### config.mk
export PLATFORM = sky130hd
export DESIGN_NAME = audio_route_matrix
export DESIGN_NICKNAME = d
export VERILOG_FILES = /design/src/rtl/arm_route_pkg.sv /design/src/rtl/arm_setup_latch.sv /design/src/rtl/arm_route_decode.sv /design/src/rtl/arm_sel_mux.sv /design/src/rtl/audio_route_matrix.sv
export SDC_FILE = /design/constraint.sdc
export NUM_CORES = 1
export LEC_CHECK = 0
export ABC_AREA = 0
export BUFFER_PORTS_ARGS = -buffer_cell sky130_fd_sc_hd__buf_2
export CORE_AREA = 2 2 49 51
export DETAILED_ROUTE_END_ITERATION = 10
export DIE_AREA = 0 0 51 53
export GPL_TIMING_DRIVEN = 0
export PLACE_DENSITY = 0.81
export SYNTH_ARGS = -nofsm -noshare
export SYNTH_HDL_FRONTEND = slang
export SYNTH_SLANG_ARGS = --single-unit
### constraint.sdc
create_clock -name clk -period 2.51 [get_ports clk]
set_input_delay 0.251 -clock clk [delete_from_list [all_inputs] [get_ports clk]]
set_output_delay 0.251 -clock clk [all_outputs]
set_load 0.02 [all_outputs]
### src/rtl/arm_route_pkg.sv
package arm_route_pkg;

   localparam int ROUTE_CODE_W = 4;
   localparam int ROUTE_NUM_CFG = 13;

   typedef enum logic [1:0] {
      MSRC_NONE = 2'd0,
      MSRC_RX   = 2'd1,
      MSRC_OSC  = 2'd2,
      MSRC_DSP  = 2'd3
   } mclk_src_e;

   // index order matches the lane source vector built in the top
   typedef enum logic [2:0] {
      SUB_NONE  = 3'd0,
      SUB_RX    = 3'd1,
      SUB_DSPA  = 3'd2,
      SUB_DSPD  = 3'd3,
      SUB_CODEC = 3'd4
   } sub_src_e;

   typedef enum logic [1:0] {
      DAT_NONE = 2'd0,
      DAT_RX   = 2'd1,
      DAT_ADC  = 2'd2,
      DAT_DSP  = 2'd3
   } dat_src_e;

   typedef struct packed {
      mclk_src_e mclk;
      sub_src_e  adc_sub;
      sub_src_e  dac_sub;
      dat_src_e  dac_dat;
      logic      dsp_adc_out;
      logic      valid;
   } route_cfg_t;

   function automatic route_cfg_t mk_cfg(mclk_src_e m, sub_src_e a, sub_src_e d,
                                         dat_src_e t, logic o);
      route_cfg_t c;
      c.mclk        = m;
      c.adc_sub     = a;
      c.dac_sub     = d;
      c.dac_dat     = t;
      c.dsp_adc_out = o;
      c.valid       = 1'b1;
      return c;
   endfunction

   function automatic route_cfg_t route_lookup(logic [ROUTE_CODE_W-1:0] code);
      case (code)
         4'd0:    return mk_cfg(MSRC_RX,  SUB_RX,    SUB_RX,    DAT_RX,  1'b0);
         4'd1:    return mk_cfg(MSRC_RX,  SUB_DSPA,  SUB_RX,    DAT_RX,  1'b0);
         4'd2:    return mk_cfg(MSRC_RX,  SUB_CODEC, SUB_RX,    DAT_RX,  1'b0);
         4'd3:    return mk_cfg(MSRC_OSC, SUB_CODEC, SUB_CODEC, DAT_ADC, 1'b0);
         4'd4:    return mk_cfg(MSRC_OSC, SUB_DSPA,  SUB_DSPA,  DAT_ADC, 1'b0);
         4'd5:    return mk_cfg(MSRC_DSP, SUB_CODEC, SUB_CODEC, DAT_ADC, 1'b0);
         4'd6:    return mk_cfg(MSRC_DSP, SUB_DSPA,  SUB_DSPA,  DAT_ADC, 1'b0);
         4'd7:    return mk_cfg(MSRC_DSP, SUB_DSPA,  SUB_DSPA,  DAT_DSP, 1'b0);
         4'd8:    return mk_cfg(MSRC_OSC, SUB_DSPA,  SUB_DSPA,  DAT_DSP, 1'b0);
         4'd9:    return mk_cfg(MSRC_OSC, SUB_DSPA,  SUB_DSPD,  DAT_DSP, 1'b0);
         4'd10:   return mk_cfg(MSRC_DSP, SUB_DSPA,  SUB_DSPD,  DAT_DSP, 1'b0);
         4'd11:   return mk_cfg(MSRC_OSC, SUB_CODEC, SUB_DSPD,  DAT_DSP, 1'b1);
         4'd12:   return mk_cfg(MSRC_DSP, SUB_CODEC, SUB_DSPD,  DAT_DSP, 1'b1);
         default: return '0;
      endcase
   endfunction

endpackage

### src/rtl/arm_setup_latch.sv
module arm_setup_latch #(
   parameter int CODE_W = 4
) (
   input  logic              clk,
   input  logic              rst_n,
   input  logic [CODE_W-1:0] setup_i,
   output logic [CODE_W-1:0] code_o,
   output logic              live_o
);

   generate
      if (CODE_W < 1) begin : g_bad_w
         $error("arm_setup_latch: CODE_W must be positive");
      end
   endgenerate

   logic [CODE_W-1:0] code_q;
   logic              live_q;

   // capture window: every edge seen while reset is held
   always_ff @(posedge clk) begin
      if (!rst_n) code_q <= setup_i;
   end

   always_ff @(posedge clk or negedge rst_n) begin
      if (!rst_n) live_q <= 1'b0;
      else        live_q <= 1'b1;
   end

   assign code_o = code_q;
   assign live_o = live_q;

   AST_CODE_FROZEN: assert property (@(posedge clk) disable iff (!rst_n)
      (live_q && $past(live_q)) |-> $stable(code_q));

endmodule

### src/rtl/arm_route_decode.sv
module arm_route_decode
   import arm_route_pkg::*;
#(
   parameter int CODE_W  = 4,
   parameter int NUM_CFG = ROUTE_NUM_CFG
) (
   input  logic [CODE_W-1:0] code_i,
   input  logic              live_i,
   output route_cfg_t        cfg_o
);

   generate
      if (CODE_W < ROUTE_CODE_W) begin : g_bad_w
         $error("arm_route_decode: CODE_W too narrow for the route table");
      end
      if (NUM_CFG > ROUTE_NUM_CFG) begin : g_bad_n
         $error("arm_route_decode: NUM_CFG exceeds table size");
      end
   endgenerate

   always_comb begin
      cfg_o = '0;
      if (live_i && (int'(code_i) < NUM_CFG)) begin
         cfg_o = route_lookup(code_i[ROUTE_CODE_W-1:0]);
      end
   end

endmodule

### src/rtl/arm_sel_mux.sv
module arm_sel_mux #(
   parameter int N_SRC = 4,
   localparam int SEL_W = (N_SRC > 1) ? $clog2(N_SRC) : 1
) (
   input  logic [N_SRC-1:0] src_i,
   input  logic [SEL_W-1:0] sel_i,
   input  logic             en_i,
   output logic             y_o,
   output logic             oe_o
);

   generate
      if (N_SRC < 2) begin : g_bad_n
         $error("arm_sel_mux: N_SRC must be at least 2");
      end
   endgenerate

   always_comb begin
      y_o = 1'b0;
      if (en_i && (int'(sel_i) < N_SRC)) y_o = src_i[sel_i];
   end

   assign oe_o = en_i;

endmodule

### src/rtl/audio_route_matrix.sv
module audio_route_matrix
   import arm_route_pkg::*;
#(
   parameter int CODE_W  = 4,
   parameter int NUM_CFG = ROUTE_NUM_CFG
) (
   input  logic              clk,
   input  logic              rst_n,
   input  logic [CODE_W-1:0] setup_i,
   input  logic              rx_mclk_i,
   input  logic              rx_lrck_i,
   input  logic              rx_sclk_i,
   input  logic              rx_sdata_i,
   input  logic              osc_mclk_i,
   input  logic              dsp_mclk_i,
   input  logic              dsp_adc_lrck_i,
   input  logic              dsp_adc_sclk_i,
   input  logic              dsp_dac_lrck_i,
   input  logic              dsp_dac_sclk_i,
   input  logic              dsp_sdata_i,
   input  logic              adc_lrck_i,
   input  logic              adc_sclk_i,
   input  logic              adc_sdata_i,
   output logic              codec_mclk_o,
   output logic              codec_mclk_oe,
   output logic              tx_mclk_o,
   output logic              tx_mclk_oe,
   output logic              adc_lrck_o,
   output logic              adc_lrck_oe,
   output logic              adc_sclk_o,
   output logic              adc_sclk_oe,
   output logic              dac_lrck_o,
   output logic              dac_lrck_oe,
   output logic              dac_sclk_o,
   output logic              dac_sclk_oe,
   output logic              dac_sdata_o,
   output logic              dac_sdata_oe,
   output logic              tx_lrck_o,
   output logic              tx_lrck_oe,
   output logic              tx_sclk_o,
   output logic              tx_sclk_oe,
   output logic              tx_sdata_o,
   output logic              tx_sdata_oe,
   output logic              dsp_sdata_o,
   output logic              dsp_sdata_oe,
   output logic              dsp_adc_lrck_o,
   output logic              dsp_adc_lrck_oe,
   output logic              dsp_adc_sclk_o,
   output logic              dsp_adc_sclk_oe
);

   localparam int LANES    = 2;   // lane 0 = frame clock, lane 1 = bit clock
   localparam int MCLK_SRC = 4;
   localparam int SUB_SRC  = 5;
   localparam int DAT_SRC  = 4;

   generate
      if (CODE_W < ROUTE_CODE_W) begin : g_bad_w
         $error("audio_route_matrix: CODE_W too narrow");
      end
      if (NUM_CFG < 1 || NUM_CFG > (1 << CODE_W)) begin : g_bad_n
         $error("audio_route_matrix: NUM_CFG out of range");
      end
   endgenerate

   logic [CODE_W-1:0] code;
   logic              live;
   route_cfg_t        cfg;

   arm_setup_latch #(.CODE_W(CODE_W)) i_latch (
      .clk     (clk),
      .rst_n   (rst_n),
      .setup_i (setup_i),
      .code_o  (code),
      .live_o  (live)
   );

   arm_route_decode #(.CODE_W(CODE_W), .NUM_CFG(NUM_CFG)) i_decode (
      .code_i (code),
      .live_i (live),
      .cfg_o  (cfg)
   );

   // ---------------- master clock ----------------
   logic mclk_y, mclk_oe;
   arm_sel_mux #(.N_SRC(MCLK_SRC)) i_mclk_mux (
      .src_i ({dsp_mclk_i, osc_mclk_i, rx_mclk_i, 1'b0}),
      .sel_i (cfg.mclk),
      .en_i  (cfg.mclk != MSRC_NONE),
      .y_o   (mclk_y),
      .oe_o  (mclk_oe)
   );
   assign codec_mclk_o  = mclk_y;
   assign codec_mclk_oe = mclk_oe;
   assign tx_mclk_o     = mclk_y;
   assign tx_mclk_oe    = mclk_oe;

   // ---------------- subclock lanes ----------------
   logic [LANES-1:0] rx_sub, dspa_sub, dspd_sub, adc_sub;
   assign rx_sub   = {rx_sclk_i,      rx_lrck_i};
   assign dspa_sub = {dsp_adc_sclk_i, dsp_adc_lrck_i};
   assign dspd_sub = {dsp_dac_sclk_i, dsp_dac_lrck_i};
   assign adc_sub  = {adc_sclk_i,     adc_lrck_i};

   logic codec_adc_drive;
   assign codec_adc_drive = (cfg.adc_sub == SUB_RX) || (cfg.adc_sub == SUB_DSPA);

   logic [LANES-1:0] cadc_y, cadc_oe, dac_y, dac_oe, tx_y, tx_oe, dspo_y, dspo_oe;

   generate
      for (genvar l = 0; l < LANES; l++) begin : g_lane
         logic [SUB_SRC-1:0] lane_src;
         assign lane_src = {adc_sub[l], dspd_sub[l], dspa_sub[l], rx_sub[l], 1'b0};

         arm_sel_mux #(.N_SRC(SUB_SRC)) i_cadc_mux (
            .src_i (lane_src),
            .sel_i (cfg.adc_sub),
            .en_i  (codec_adc_drive),
            .y_o   (cadc_y[l]),
            .oe_o  (cadc_oe[l])
         );

         arm_sel_mux #(.N_SRC(SUB_SRC)) i_dac_mux (
            .src_i (lane_src),
            .sel_i (cfg.dac_sub),
            .en_i  (cfg.dac_sub != SUB_NONE),
            .y_o   (dac_y[l]),
            .oe_o  (dac_oe[l])
         );

         arm_sel_mux #(.N_SRC(SUB_SRC)) i_tx_mux (
            .src_i (lane_src),
            .sel_i (cfg.adc_sub),
            .en_i  (cfg.valid),
            .y_o   (tx_y[l]),
            .oe_o  (tx_oe[l])
         );

         assign dspo_y[l]  = cfg.dsp_adc_out & adc_sub[l];
         assign dspo_oe[l] = cfg.dsp_adc_out;
      end
   endgenerate

   assign adc_lrck_o      = cadc_y[0];
   assign adc_lrck_oe     = cadc_oe[0];
   assign adc_sclk_o      = cadc_y[1];
   assign adc_sclk_oe     = cadc_oe[1];
   assign dac_lrck_o      = dac_y[0];
   assign dac_lrck_oe     = dac_oe[0];
   assign dac_sclk_o      = dac_y[1];
   assign dac_sclk_oe     = dac_oe[1];
   assign tx_lrck_o       = tx_y[0];
   assign tx_lrck_oe      = tx_oe[0];
   assign tx_sclk_o       = tx_y[1];
   assign tx_sclk_oe      = tx_oe[1];
   assign dsp_adc_lrck_o  = dspo_y[0];
   assign dsp_adc_lrck_oe = dspo_oe[0];
   assign dsp_adc_sclk_o  = dspo_y[1];
   assign dsp_adc_sclk_oe = dspo_oe[1];

   // ---------------- serial data ----------------
   arm_sel_mux #(.N_SRC(DAT_SRC)) i_dac_dat_mux (
      .src_i ({dsp_sdata_i, adc_sdata_i, rx_sdata_i, 1'b0}),
      .sel_i (cfg.dac_dat),
      .en_i  (cfg.dac_dat != DAT_NONE),
      .y_o   (dac_sdata_o),
      .oe_o  (dac_sdata_oe)
   );

   assign tx_sdata_o   = live & adc_sdata_i;
   assign tx_sdata_oe  = live;
   assign dsp_sdata_o  = live & adc_sdata_i;
   assign dsp_sdata_oe = live;

   // ---------------- checks ----------------
   AST_QUIET_UNTIL_LIVE: assert property (@(posedge clk) disable iff (!rst_n)
      !live |-> !(codec_mclk_oe | tx_mclk_oe | adc_lrck_oe | adc_sclk_oe | dac_lrck_oe |
                  dac_sclk_oe | dac_sdata_oe | tx_lrck_oe | tx_sclk_oe | tx_sdata_oe |
                  dsp_sdata_oe | dsp_adc_lrck_oe | dsp_adc_sclk_oe));

   AST_ADC_DATA_FANOUT: assert property (@(posedge clk) disable iff (!rst_n)
      live |-> (tx_sdata_oe && dsp_sdata_oe && tx_sdata_o == adc_sdata_i &&
                dsp_sdata_o == adc_sdata_i));

   AST_INVALID_QUIET: assert property (@(posedge clk) disable iff (!rst_n)
      (live && int'(code) >= NUM_CFG) |-> !(codec_mclk_oe | tx_mclk_oe | adc_lrck_oe |
         adc_sclk_oe | dac_lrck_oe | dac_sclk_oe | dac_sdata_oe | tx_lrck_oe |
         tx_sclk_oe | dsp_adc_lrck_oe | dsp_adc_sclk_oe));

   AST_TX_MCLK_TWIN: assert property (@(posedge clk) disable iff (!rst_n)
      (tx_mclk_oe == codec_mclk_oe) && (tx_mclk_o == codec_mclk_o));

   AST_TX_FOLLOWS_CODEC: assert property (@(posedge clk) disable iff (!rst_n)
      (tx_lrck_oe && cfg.adc_sub == SUB_CODEC) |->
         (tx_lrck_o == adc_lrck_i && tx_sclk_o == adc_sclk_i));

   AST_CODEC_PIN_FREE: assert property (@(posedge clk) disable iff (!rst_n)
      (adc_lrck_oe || adc_sclk_oe) |-> (cfg.adc_sub != SUB_CODEC));

   AST_DSP_PIN_FREE: assert property (@(posedge clk) disable iff (!rst_n)
      (dsp_adc_lrck_oe || dsp_adc_sclk_oe) |->
         (cfg.adc_sub != SUB_DSPA && cfg.dac_sub != SUB_DSPA));

endmodule

== After elaboration in Yosys (flattened, before gate mapping) ==
Memories as Yosys holds them, arrays and structs flattened. A register that Yosys moved wholly into a read port is not among the register bits.
Cells that the tools add are included.

* Register bits: 5
* Latch bits: 0
* Memory bits (writable): 0
* ROM bits: 192
* Word-level logic and storage cells: 45
* Memories: 1

* Add/subtract/negate cells: 0
* $mul: 0
* Div/mod/pow operators: 0
* Order comparisons: 7
* Eq/ne operators: 2
* Shift operators: 0
* Mux-type cells: 22
* Bitwise gates (word level): 3
* Reductions and logical operators: 8

{| class="wikitable"
|+ Memories
! name !! words !! width !! rd ports !! clocked after memory_dff !! write ports !! line !! text
|-
| (name not given) || 16 || 12 || 1 || 1 || 0 || arm_route_pkg.sv:51 || <nowiki>case (code)</nowiki>
|}

{| class="wikitable"
|+ Operators by type and width
! kind !! number
|-
| $mux W1 || 14
|-
| $bmux W1 S3 || 4
|-
| $mux W12 || 1
|-
| $lt A3 B4 Y1 const B || 2
|-
| $lt A2 B3 Y1 const B || 2
|-
| $lt A3 B3 Y1 const B || 2
|-
| $bmux W1 S2 || 2
|-
| $logic_and A1 B1 Y1 || 4
|-
| $lt A4 B4 Y1 const B || 1
|-
| $mux W4 || 1
|-
| $reduce_bool A2 Y1 || 2
|-
| $and A1 B1 Y1 || 3
|-
| $eq A3 B1 Y1 const B || 1
|-
| $eq A3 B2 Y1 const B || 1
|-
| $reduce_bool A3 Y1 || 1
|-
| $logic_or A1 B1 Y1 || 1
|}

== Longest topological paths before layout ==
* Depth in word-level cells: 7
* Mapped depth: 5
* Mapped depth without buffers: 4

== Modules after synthesis ==
A second synthesis with hierarchy kept.

* Cell total of the unflattened synthesis: 113
* Area, all modules: 964.7 um^2

{| class="wikitable"
|+ Modules (own cells, without submodules)
! module !! times used !! cells each !! area an instance (um^2) !! sequential area each (um^2)
|-
| arm_sel_mux (g_lane[0].i_cadc_mux ...) || 6 || 7 || 58.8 || 0.0
|-
| arm_route_decode || 1 || 44 || 295.3 || 0.0
|-
| arm_setup_latch || 1 || 7 || 152.6 || 145.1
|-
| audio_route_matrix || 1 || 14 || 91.3 || 0.0
|-
| arm_sel_mux (i_dac_dat_mux ...) || 2 || 3 || 36.3 || 0.0
|}

== Least setup slack after synthesis ==
Ideal clock, no wire load.

* Path type: reg2out
* Start point: register i_latch.code_q[0], in the netlist i_latch.code_o[0]
* End point: output adc_sclk_oe
* Data arrival time: 1.497 ns
* Slack: 0.762 ns
* Cell stages (with the launch flop): 6
* Buffers on the path: 1
* Cells stage by stage: edfxtp_1 o211ai_2 nand2_2 or3_1 inv_1 buf_4

* Word-level cells in the longest chain between the ends: 5
* Elaborated cells on any way between the ends: 6
* Those cells by class: 1 x order compare; 2 x eq/ne; 1 x mux; 2 x reduce/logical

{| class="wikitable"
|+ RTL lines
! element !! line !! text
|-
| start: declaration || arm_setup_latch.sv:17 || <nowiki>logic [CODE_W-1:0] code_q;</nowiki>
|-
| start signal: assignment || arm_setup_latch.sv:22 || <nowiki>if (!rst_n) code_q <= setup_i;</nowiki>
|-
| $lt A4 B4 Y1 * || arm_route_decode.sv:23 || <nowiki>if (live_i && (int'(code_i) < NUM_CFG)) begin</nowiki>
|-
| $logic_and A1 B1 Y1 * || arm_route_decode.sv:23 ||
|-
| $mux W12 * || arm_route_decode.sv:23 ||
|-
| $eq A3 B1 Y1 or $eq A3 B2 Y1 (tied branches) || audio_route_matrix.sv:106 || <nowiki>assign codec_adc_drive = (cfg.adc_sub == SUB_RX) || (cfg.adc_sub == SUB_DSPA);</nowiki>
|-
| $logic_or A1 B1 Y1 * || audio_route_matrix.sv:106 ||
|-
| end: declaration || audio_route_matrix.sv:31 || <nowiki>output logic adc_sclk_oe,</nowiki>
|}

Every way passes the cells marked *; elsewhere a longest branch is shown, timed or not.

== Final worst setup path ==
Ends and elaborated chain as after synthesis.

==> flow_summary.yaml <==
clock_network:
  clk_latency_ns: 0.30
  post_cts_buffers: 0
  cts-root-buf: "clkbuf_4"
  h-tree-depth: 1
  clk_pin_slew_ns: 0.09
  cts_buffer_depth: 2
  cts_tree: "built"
  cts_buffers: 3
  cts_sinks: 16
  postCtsHoldBufs: 1
  post_cts_resized: 0
drt:
  vias: 999
  viasPerCell: 5.05
  drcViolationCount: 0
  wl_per_cell_um: 11.5
  ant_nets: 0
  drt_iter0_markers: 19
  routed_wl_mm: 2.28
  drt_pass1_iterations: 4
yosys:
  synth-edff-count: 4
  ys.flop_type: "dfxtp_1"
  yosys-top-cells-area: "dfxtp_1, edfxtp_1, nor2_1, buf_4, a21oi_1"
  yosys-top-cells-count: "nor2_1, a21oi_1, dfxtp_1"
  synth_warnings: 0
  yosysMostFrequentCell: "nor2_1"
  seq_area_frac_synth: 0.350
  postSynthCellCount: 120
  synth.avg_cell_area_um2: 8.70
  synth_top_area_share: 0.211
  synth_nets: 140
  synth_area_um2: 1040
  ys_ff_latch: 16
  yosysTopAreaCell: "dfxtp_1"
  async_flop_share: 0.0625
  synth_cell_types: 36
setup_path:
  path_class: "reg -> out"
  reg2reg_depth: 4
  path_buf_inv: 3
  cp_top_family: "simple AND/OR/NAND/NOR gates"
  startpoint: "i_latch.code_o[0]"
  path_depth: 6
  cp_slowest_cell: "edfxtp_1"
  max_stage_delay_ns: 0.45
  required_ns: 2.26
  endpoint: "adc_sclk_oe"
  crit_fanout: 8
  worstReg2RegStart: "i_latch.code_o[2]"
  path_cells: "o211ai_2 -> nand2_2 -> or3_1 -> inv_1 -> buf_4 -> buf_2"
  end_kind: "output pin"
  regToRegSetupSlack_ns: 1.10
  worstPathArrival_ns: 1.90
  worstSetupStartpointType: "flip-flop"
final_layout:
  fin_nets: 191
  drive_gt1_frac: 0.429
  diodes: 0
  synthToLayoutAreaGrowth_pct: 28.4
run:
  maxCapViolCount: 0
timing:
  grt_setup_unrepaired: "false"
  finClkSkew_ns: 0.0122
  fin_crit_sh: 0.859
  fmax_mhz: 464
  final-max-slew-violation-count: 0
  layout_min_cycle_time_ns: 2.16
  finalSetupViolations: 0
  hold_viol: 0
  finalSetupTns_ns: 0
power:
  p_leak_nw: 0.658
  total_power_w: 0.000760
  power_density_nw_per_um2: 567
  peakVddDrop_v: 0.000413
placement:
  place_congestion: 0.858
  portBuffers: 45
  detailed_place_hpwl_mm: 1.83
floorplanning:
  core-area_um2: 2150
  die_h_um: 53
  start_util: 0.486
  rows: 17
  die_area_um2: 2700
  io_pins: 46
  fp.dieW_um: 51
global_route:
  track_usage: 0.173
  grt_pass1_vias: 875
  grt_max_degree: 11
  overflow: 0
  grt_pass1_wl_mm: 3.52
  antenna_found_initial: 0
worst_hold_path:
  hold_depth: 1
  worstHoldPathType: "in -> reg"
status:
  status: "complete, no violations"
-- power breakdown --
| group | internal [W] | switching [W] | leakage [nW] |
|---|---|---|---|
| clock | 0.0000620 | 0.0000806 | 0.0150 |
| sequential | 0.000295 | 0.0000278 | 0.143 |
| combinational | 0.000130 | 0.000165 | 0.501 |
| total | 0.000487 | 0.000273 | 0.658 |
-- layer usage --
layer,GRT usage,part of all wire
met1,0.177,0.41
met2,0.335,0.52
met3,0.0169,0.051
met4,0.108,0.022
met5,0,0
-- area by class of cell --
cell class	count	area, um2
Timing Repair Buffer	46	235
Inverter	3	11.3
Multi-Input combinational cell	90	586
Fill cell	201	808
Buffer	11	81.3
Clock buffer	4	26.3
Tap cell	28	35.0
Sequential cell	16	365
-- cell usage in the layout (no fill, tap or decap), drive strengths merged --
cell,instances
nor2b,2
buf,56
nand2b,1
mux2i,8
a211oi,4
a22oi,2
inv,3
a21oi,11
or3,1
edfxtp,4
a21o,1
or2,1
o22ai,1
o211ai,2
clkbuf,4
and2b,1
xnor2,2
dlygate4sd3,1
dfrtp,1
o22a,2
nor3,4
nand2,12
and2,3
o221ai,1
nand3,3
o21ai,3
mux2,4
nor2,19
conb,1
dfxtp,11
and3,1
-- through the flow --
stage	cell area [um2]	util	std cells	setup WS, ns	hold slack [ns]
global route	1340	0.624	198	0.246	0.155
finish	1340	0.624	198	0.354	0.155
floorplan	1040	-	120	0.762	-0.0446
global placement	1300	0.607	193	0.709	0.0389
detailed placement	1300	0.607	193	0.677	0.0407
CTS	1340	0.624	198	0.334	0.152
-- worst min path at each step --
| stage | to | slack (ns) | start |
|---|---|---|---|
| after global placement | i_latch.live_o | 0.04 | rst_n |
| after detailed placement | i_latch.live_o | 0.04 | rst_n |
| after floorplan | i_latch.live_o | -0.04 | rst_n |
| final | i_latch.code_o[3] | 0.15 | setup_i[3] |
| after global routing | i_latch.code_o[3] | 0.15 | setup_i[3] |
| after CTS | i_latch.code_o[3] | 0.15 | setup_i[3] |
-- logic make-up (layout without fill, tap and decap cells) --
| group | Yosys count | in the layout | share of synthesized area |
|---|---|---|---|
| simple gates | 48 | 48 | 0.216 |
| buf+inv | 14 | 64 | 0.0887 |
| other cells | 1 | 1 | 0.00359 |
| compound gates | 27 | 27 | 0.177 |
| mux | 12 | 12 | 0.147 |
| flops | 16 | 16 | 0.350 |
| xor+xnor | 2 | 2 | 0.0168 |
No activity file was read; power rests on OpenSTA's default activity.
